[config.mk]
export PLATFORM = sky130hd
export DESIGN_NAME = usb_token_sorter
export DESIGN_NICKNAME = d
export VERILOG_FILES = /design/src/rtl/usb_token_sorter.sv
export SDC_FILE = /design/constraint.sdc
export NUM_CORES = 1
export LEC_CHECK = 0
export BUFFER_PORTS_ARGS = -buffer_cell sky130_fd_sc_hd__buf_2
export CORE_UTILIZATION = 59
export CTS_CLUSTER_SIZE = 12
export DETAILED_ROUTE_END_ITERATION = 10
export PLACE_DENSITY = 0.87
export SETUP_SLACK_MARGIN = 0.2
export SLEW_MARGIN = 20
export SYNTH_ARGS = -nofsm -noshare
export SYNTH_HDL_FRONTEND = slang
export SYNTH_SLANG_ARGS = --single-unit
[constraint.sdc]
create_clock -name clk -period 5.65 [get_ports clk]
set_input_delay 0.8475 -clock clk [delete_from_list [all_inputs] [get_ports clk]]
set_output_delay 0.8475 -clock clk [all_outputs]
set_load 0.02 [all_outputs]
[src/rtl/usb_token_sorter.sv]
module usb_token_sorter #(
  parameter int MIN_LEN = 3
) (
  input  logic       clk,
  input  logic       rst_n,
  input  logic       rx_vld,
  input  logic [7:0] rx_byte,
  input  logic       rx_eop,
  input  logic [6:0] dev_addr,
  output logic       in_stb,
  output logic       setup_out_stb,
  output logic       data_stb,
  output logic       ignore_stb,
  output logic [7:0] tok_pid,
  output logic       tok_ep
);
  localparam int CW = $clog2(MIN_LEN + 1);
  localparam logic [CW-1:0] FULL = CW'(MIN_LEN);
  localparam logic [7:0] PID_OUT = 8'hE1, PID_IN = 8'h69, PID_SETUP = 8'h2D,
                         PID_D0 = 8'hC3, PID_D1 = 8'h4B;

  logic [CW-1:0] cnt, cnt_n;
  logic [7:0]    pid_q, pid_n, adr_q, adr_n;

  assign cnt_n = (rx_vld && cnt != FULL) ? cnt + 1'b1 : cnt;
  assign pid_n = (rx_vld && cnt == '0) ? rx_byte : pid_q;
  assign adr_n = (rx_vld && cnt == CW'(1)) ? rx_byte : adr_q;

  wire long_pkt = (cnt_n == FULL);
  wire is_data  = (pid_n == PID_D0) || (pid_n == PID_D1);
  wire match    = (adr_n[6:0] == dev_addr);
  wire is_in    = (pid_n == PID_IN);
  wire is_so    = (pid_n == PID_SETUP) || (pid_n == PID_OUT);

  always_ff @(posedge clk or negedge rst_n) begin
    if (!rst_n) begin
      cnt <= '0;
      pid_q <= '0;
      adr_q <= '0;
      in_stb <= 1'b0;
      setup_out_stb <= 1'b0;
      data_stb <= 1'b0;
      ignore_stb <= 1'b0;
      tok_pid <= '0;
      tok_ep <= 1'b0;
    end else begin
      in_stb <= 1'b0;
      setup_out_stb <= 1'b0;
      data_stb <= 1'b0;
      ignore_stb <= 1'b0;
      if (rx_eop) begin
        cnt <= '0;
        if (long_pkt) begin
          if (is_data) begin
            data_stb <= 1'b1;
          end else if (match && is_in) begin
            in_stb <= 1'b1;
            tok_ep <= adr_n[7];
          end else if (match && is_so) begin
            setup_out_stb <= 1'b1;
            tok_pid <= pid_n;
            tok_ep <= adr_n[7];
          end else begin
            ignore_stb <= 1'b1;
            tok_pid <= '0;
            tok_ep <= 1'b0;
          end
        end
      end else begin
        cnt <= cnt_n;
        pid_q <= pid_n;
        adr_q <= adr_n;
      end
    end
  end
endmodule

Yosys cells after proc, flatten, opt, wreduce, memory -nomap -nowiden
Cells that the tools add are included.
{"block": "word_totals", "ff_bits": 31, "word_cells": 55, "input_bits": 19}
{"block": "op_classes", "n_addsub": 1, "n_bitwise": 2, "eq_ne": 9, "n_reduce_logical": 10, "n_mux": 24}
{"operator": "two-way mux 8 bit", "n": 3}
{"operator": "two-way mux 1 bit", "n": 19}
{"operator": "equality test 8 x 7 -> 1 bit, second input constant", "n": 2}
{"operator": "equality test 8 bit, second input constant", "n": 2}
{"operator": "equality test 8 x 6 -> 1 bit, second input constant", "n": 1}
{"operator": "equality test 7 bit", "n": 1}
{"operator": "logical AND 1 bit", "n": 5}
{"operator": "two-way mux 2 bit", "n": 2}
{"operator": "AND reduction 4 bit", "n": 1}
{"operator": "AND reduction 3 bit", "n": 1}
{"operator": "adder 2 x 1 -> 2 bit, second input constant", "n": 1}
{"operator": "equality test 2 x 1 -> 1 bit, second input constant", "n": 1}
{"operator": "equality test 2 bit, second input constant", "n": 1}
{"operator": "zero test 2 bit", "n": 1}
{"operator": "logical OR 1 bit", "n": 2}
{"operator": "inequality test 2 bit, second input constant", "n": 1}
{"operator": "inverter 1 bit", "n": 2}

Depth between registers and ports, before layout
{"block": "logic_depth", "word_depth": 11, "ltp_mapped": 9, "depth_no_buf": 8}

Least setup slack after synthesis
Ideal clock, no wire load.
{"block": "synth_timing", "kind": "input port to flip-flop", "from": "input port rx_vld", "to": "register tok_pid[0]", "t_arrival_ns": 2.216, "required_time_ns": 5.521, "setup_slack_ns": 3.305, "stages": 8, "setup_ns": 0.129, "cell_sequence": "buf_6 and2_4 buf_6 a2111o_1 a221oi_2 or2b_2 nand4bb_4 o21ai_0"}
{"block": "synth_between", "elab_chain_len": 6, "word_cells_on_any_way": 21}
{"element": "start: declaration", "line": "6", "text": "input logic rx_vld,"}
{"element": "logical AND 1 bit, on equally long branches", "line": "26, 27"}
{"element": "two-way mux 8 bit, on equally long branches", "line": "26, 27"}
{"element": "equality test 8 x 7 -> 1 bit, or another cell as far along", "line": "32", "text": "wire is_in = (pid_n == PID_IN);"}
{"element": "logical AND 1 bit, or another cell as far along", "line": "56", "text": "end else if (match && is_in) begin"}
{"element": "inverter 1 bit (no line) / logical AND 1 bit (equally long branches)"}
{"element": "AND reduction 4 bit (no line) / two-way mux 8 bit (equally long branches)"}
{"element": "end signal: assignment", "line": "61", "text": "tok_pid <= pid_n;"}
{"element": "end: declaration", "line": "14", "text": "output logic [7:0] tok_pid,"}
Several ways; a longest one is shown, not always the timed one.
A chain may end at the register's enable or synchronous reset.

Final worst setup path
{"block": "layout_timing", "from": "register cnt[0]", "to": "register tok_pid[0]"}
{"block": "layout_between", "elab_chain_len": 7, "word_cells_on_any_way": 25}
{"element": "start: declaration", "line": "22", "text": "logic [CW-1:0] cnt, cnt_n;"}
{"element": "start signal: assignment", "line": "70", "text": "cnt <= cnt_n;"}
{"element": "equality test 2 x 1 -> 1 bit / zero test 2 bit (equally long branches)", "line": "27, 26"}
{"element": "logical AND 1 bit, on equally long branches", "line": "27, 26"}
{"element": "two-way mux 8 bit, on equally long branches", "line": "27, 26"}
{"element": "equality test 7 bit, or another cell as far along", "line": "31", "text": "wire match = (adr_n[6:0] == dev_addr);"}
{"element": "logical AND 1 bit, or another cell as far along", "line": "56"}
{"element": "inverter 1 bit (no line) / logical AND 1 bit (equally long branches)"}
{"element": "AND reduction 4 bit (no line) / two-way mux 8 bit (equally long branches)"}
Several ways; a longest one is shown, not always the timed one.

==> tab_implementation.tex <==
\begin{tabular}{lr}
\hline
Metric & Value \\
\hline
\multicolumn{2}{l}{\textbf{Detailed routing}} \\
\quad DRC violations left & 0 \\
\quad Avg Vias per Cell & approximately 5.8 \\
\quad 1st-pass router iterations & 6 \\
\quad Count of antenna-violating nets left after detailed routing & 0 \\
\quad Final wirelength & between 3000 and 4000 um \\
\quad Count of vias placed by the detailed router & between 1000 and 1500 \\
\quad Detailed Route Iter0 Violations & 39 \\
\quad Average wire length per cell after detail routing & roughly 15 um \\
\multicolumn{2}{l}{\textbf{Timing}} \\
\quad Fin crit share & 0.412 \\
\quad Unrepaired setup endpoints after global routing & no \\
\quad Time the worst path needs with I/O delays and setup & $\sim$2.3 ns \\
\quad Setup TNS & 0 ns \\
\quad Worst relative slew slack & 0.556 \\
\quad Worst setup skew after layout & 0.00759 ns \\
\quad Max Slew Vio Count & 0 \\
\quad Transition at the pin with the smallest max-transition slack & roughly 0.67 ns \\
\quad Max Freq & approximately 0.43 GHz \\
\quad Final setup violation count & 0 \\
\quad Hold violation total from the final report & 0 \\
\multicolumn{2}{l}{\textbf{Synth}} \\
\quad Gate count of the mapped netlist & 160 \\
\quad Syn avg cell area & around 11 sq um \\
\quad Count of state elements after synthesis & 31 \\
\quad Async S/R FF share, synth & 1.00 \\
\quad Yosys warning total & 0 \\
\quad Cell area after technology mapping & $\sim$1700 sq um \\
\quad Most common flop cell mapped by yosys & dfrtp\_1 \\
\quad Synthesized Nets & 182 \\
\quad Count of distinct cell types in the synthesized netlist & 46 \\
\quad Portion of the post-synthesis area used by sequential elements & 0.455 \\
\quad Post-synth EDFFs & 0 \\
\multicolumn{2}{l}{\textbf{Worst setup path}} \\
\quad Critical Setup Path Class & reg -> reg \\
\quad Maximum fanout along the worst path & 8 \\
\quad Data required time at the worst endpoint & around 6 ns \\
\quad Critical Path Source Type & flop \\
\quad Arrival time worst endpoint & 2.58 ns \\
\quad Endpoint kind of the worst setup timing path & flop \\
\multicolumn{2}{l}{\textbf{Power}} \\
\quad Leakage power & between 0.9 and 1 nW \\
\quad Fraction of power spent switching nets & 0.311 \\
\quad Comb pwr share & 0.268 \\
\quad Pwr per Cell Area & a little over 300 nW/um\^{}2 \\
\quad Switching component of the power & about 0.19 mW \\
\quad Maximum vdd ir drop & between 0.2 and 0.3 mV \\
\quad Proportion of power drawn by flip-flops and latches & 0.487 \\
\quad Clock Power Share & 0.245 \\
\quad Int Pwr & between 0.4 and 0.5 mW \\
\multicolumn{2}{l}{\textbf{Layout}} \\
\quad Filler cells & just over 200 \\
\quad Nets & about 220 \\
\quad Layout cells sized above 1 & 0.308 \\
\quad Layout area overhead & 13.6\% \\
\quad Highest-count cells in the layout ignoring fill and taps & dfrtp\_1, buf\_2, inv\_1 \\
\quad Final cell area excluding filler cells & approximately 1900 sq um \\
\quad Antenna fix cells & 0 \\
\multicolumn{2}{l}{\textbf{Die}} \\
\quad Initial Utilization & 0.618 \\
\quad Area of the core region & 2760 sq um \\
\quad Area enclosed by the die boundary & about 3100 sq um \\
\quad I/O pin count & 32 \\
\quad Placement row count & 19 \\
\quad Width of the die & $\sim$56 um \\
\quad Die boundary height & $\sim$56 um \\
\multicolumn{2}{l}{\textbf{Run}} \\
\quad Number of max-capacitance violations reported & 0 \\
\multicolumn{2}{l}{\textbf{Min path}} \\
\quad Path class of the lowest-slack min-delay path & reg -> reg \\
\multicolumn{2}{l}{\textbf{GRT}} \\
\quad Via count of the first global-routing pass & 1245 \\
\quad Met1 GRT Util & 0.284 \\
\quad Routing usage on met3 & 0.0581 \\
\quad GRT Util Overall & 0.233 \\
\quad Antenna violations before repair & 0 \\
\quad Most heavily used metal layer in global routing & met2 \\
\quad Pin count of the biggest net entering global routing & 32 \\
\quad Global-route wire length before repair & about 5500 um \\
\quad GR Util met2 & 0.375 \\
\quad Grt total ovfl & 0 \\
\multicolumn{2}{l}{\textbf{CTS}} \\
\quad TritonCTS sink count & 31 \\
\quad Maximum number of buffers from clock root to sink & 2 \\
\quad CTS tree & yes \\
\quad Worst-skew pair later-pin latency & roughly 0.33 ns \\
\quad Number of buffers inserted for hold repair after clock tree synthesis & 0 \\
\quad Number of buffers created by CTS & 5 \\
\quad Post-CTS setup-driven buffer insertion count & 0 \\
\quad Post-CTS clock slew at the launch and capture registers of the worst setup and hold paths & $\sim$0.09 ns \\
\quad Root cell of the clock tree & clkbuf\_4 \\
\quad \# H-tree levels & 2 \\
\quad Resized cells post-CTS & 0 \\
\multicolumn{2}{l}{\textbf{Placement}} \\
\quad Buffers added on ports & 31 \\
\quad Detailed Place HPWL & 2490 um \\
\quad Cell area after placement & roughly 1900 sq um \\
\quad Final RePlAce weighted congestion & approximately 0.9 \\
\multicolumn{2}{l}{\textbf{Outcome}} \\
\quad Result of the run & complete, no violations \\
\hline
\end{tabular}
-- synth_stat cells (all sizes together) (4+ instances only) --
cell type | count | share of area
a221oi | 4 | 0.034
and2 | 4 | 0.016
dfrtp | 31 | 0.45
inv | 17 | 0.037
mux2 | 13 | 0.086
nand2 | 12 | 0.026
nand2b | 5 | 0.018
nand3 | 5 | 0.015
nor2 | 5 | 0.011
o21ai | 11 | 0.032
o22ai | 4 | 0.015
xnor2 | 7 | 0.036
-- final cells by class --
type | count | area [sq um] | share of cell area
Timing Repair Buffer | 31 | 155 | 0.0801
Tap cell | 31 | 38.8 | 0.0200
Clock buffer | 8 | 68.8 | 0.0355
Inverter | 17 | 63.8 | 0.0329
Sequential cell | 31 | 776 | 0.400
Multi-Input combinational cell | 108 | 836 | 0.431
-- layer usage --
metal	vias up	part of all wire
met5	-	0
met4	0	0.029
met3	12	0.057
met2	51	0.49
met1	613	0.42
li1	639	-
-- worst max-delay path: stages, from the launching register on --
cell and delay, ns:
dfrtp_1 0.41, inv_1 0.10, ha_1 0.26, nand2_1 0.24, nand3_1 0.13, a221o_1 0.39
a221oi_4 0.37, a21oi_4 0.15, o21ai_0 0.20
-- registers in the layout (all words and copies together) (netlist names) --
name / cells
setup_out_stb: 1
cnt: 2
tok_ep: 1
data_stb: 1
ignore_stb: 1
in_stb: 1
pid_q: 8
adr_q: 8
tok_pid: 8
-- final timing paths --
path	end	from	slack, ns	cells past startpoint
max	tok_pid[0]$_DFFE_PN0P_	cnt[0]$_DFF_PN0_	3.32	8
min	tok_ep$_DFFE_PN0P_	tok_ep$_DFFE_PN0P_	0.50	2
max reg2reg	tok_pid[0]$_DFFE_PN0P_	cnt[0]$_DFF_PN0_	3.32	8
min reg2reg	tok_ep$_DFFE_PN0P_	tok_ep$_DFFE_PN0P_	0.50	2
max in group asynchronous	pid_q[0]$_DFFE_PN0N_	rst_n	4.68	1
min in group asynchronous	tok_pid[0]$_DFFE_PN0P_	rst_n	0.54	1
-- power by group through the flow --
stage	Clock, mW	Combinational, mW	Sequential, mW
after floorplan	0	0.114	0.296
after global placement	0	0.154	0.293
after detailed placement	0	0.159	0.296
after CTS	0.150	0.160	0.291
after global routing	0.158	0.176	0.296
final	0.147	0.160	0.292
-- cells by family (layout without fill, tap and decap cells) --
kind of cell	count (synthesis)	count (layout)	synth area share
compound gates	32	32	0.147
xor+xnor	8	8	0.0411
fa+ha+maj	3	3	0.0220
buf+inv	21	56	0.0550
flops	31	31	0.455
mux	16	16	0.103
simple gates	49	49	0.176
-- per-stage QoR --
stage          std cells  power, mW  hold WS (ns)   util  setup slack [ns]
2_1_floorplan        160      0.410         0.472      -              3.30
3_3_place_gp         218      0.447         0.473  0.678              3.21
3_5_place_dp         218      0.455         0.484  0.678              3.09
4_1_cts              226      0.601         0.505  0.703              3.32
5_1_grt              226      0.630         0.532  0.703              3.13
6_report             226      0.599         0.497  0.703              3.32
(Power assumes the default switching activity.)
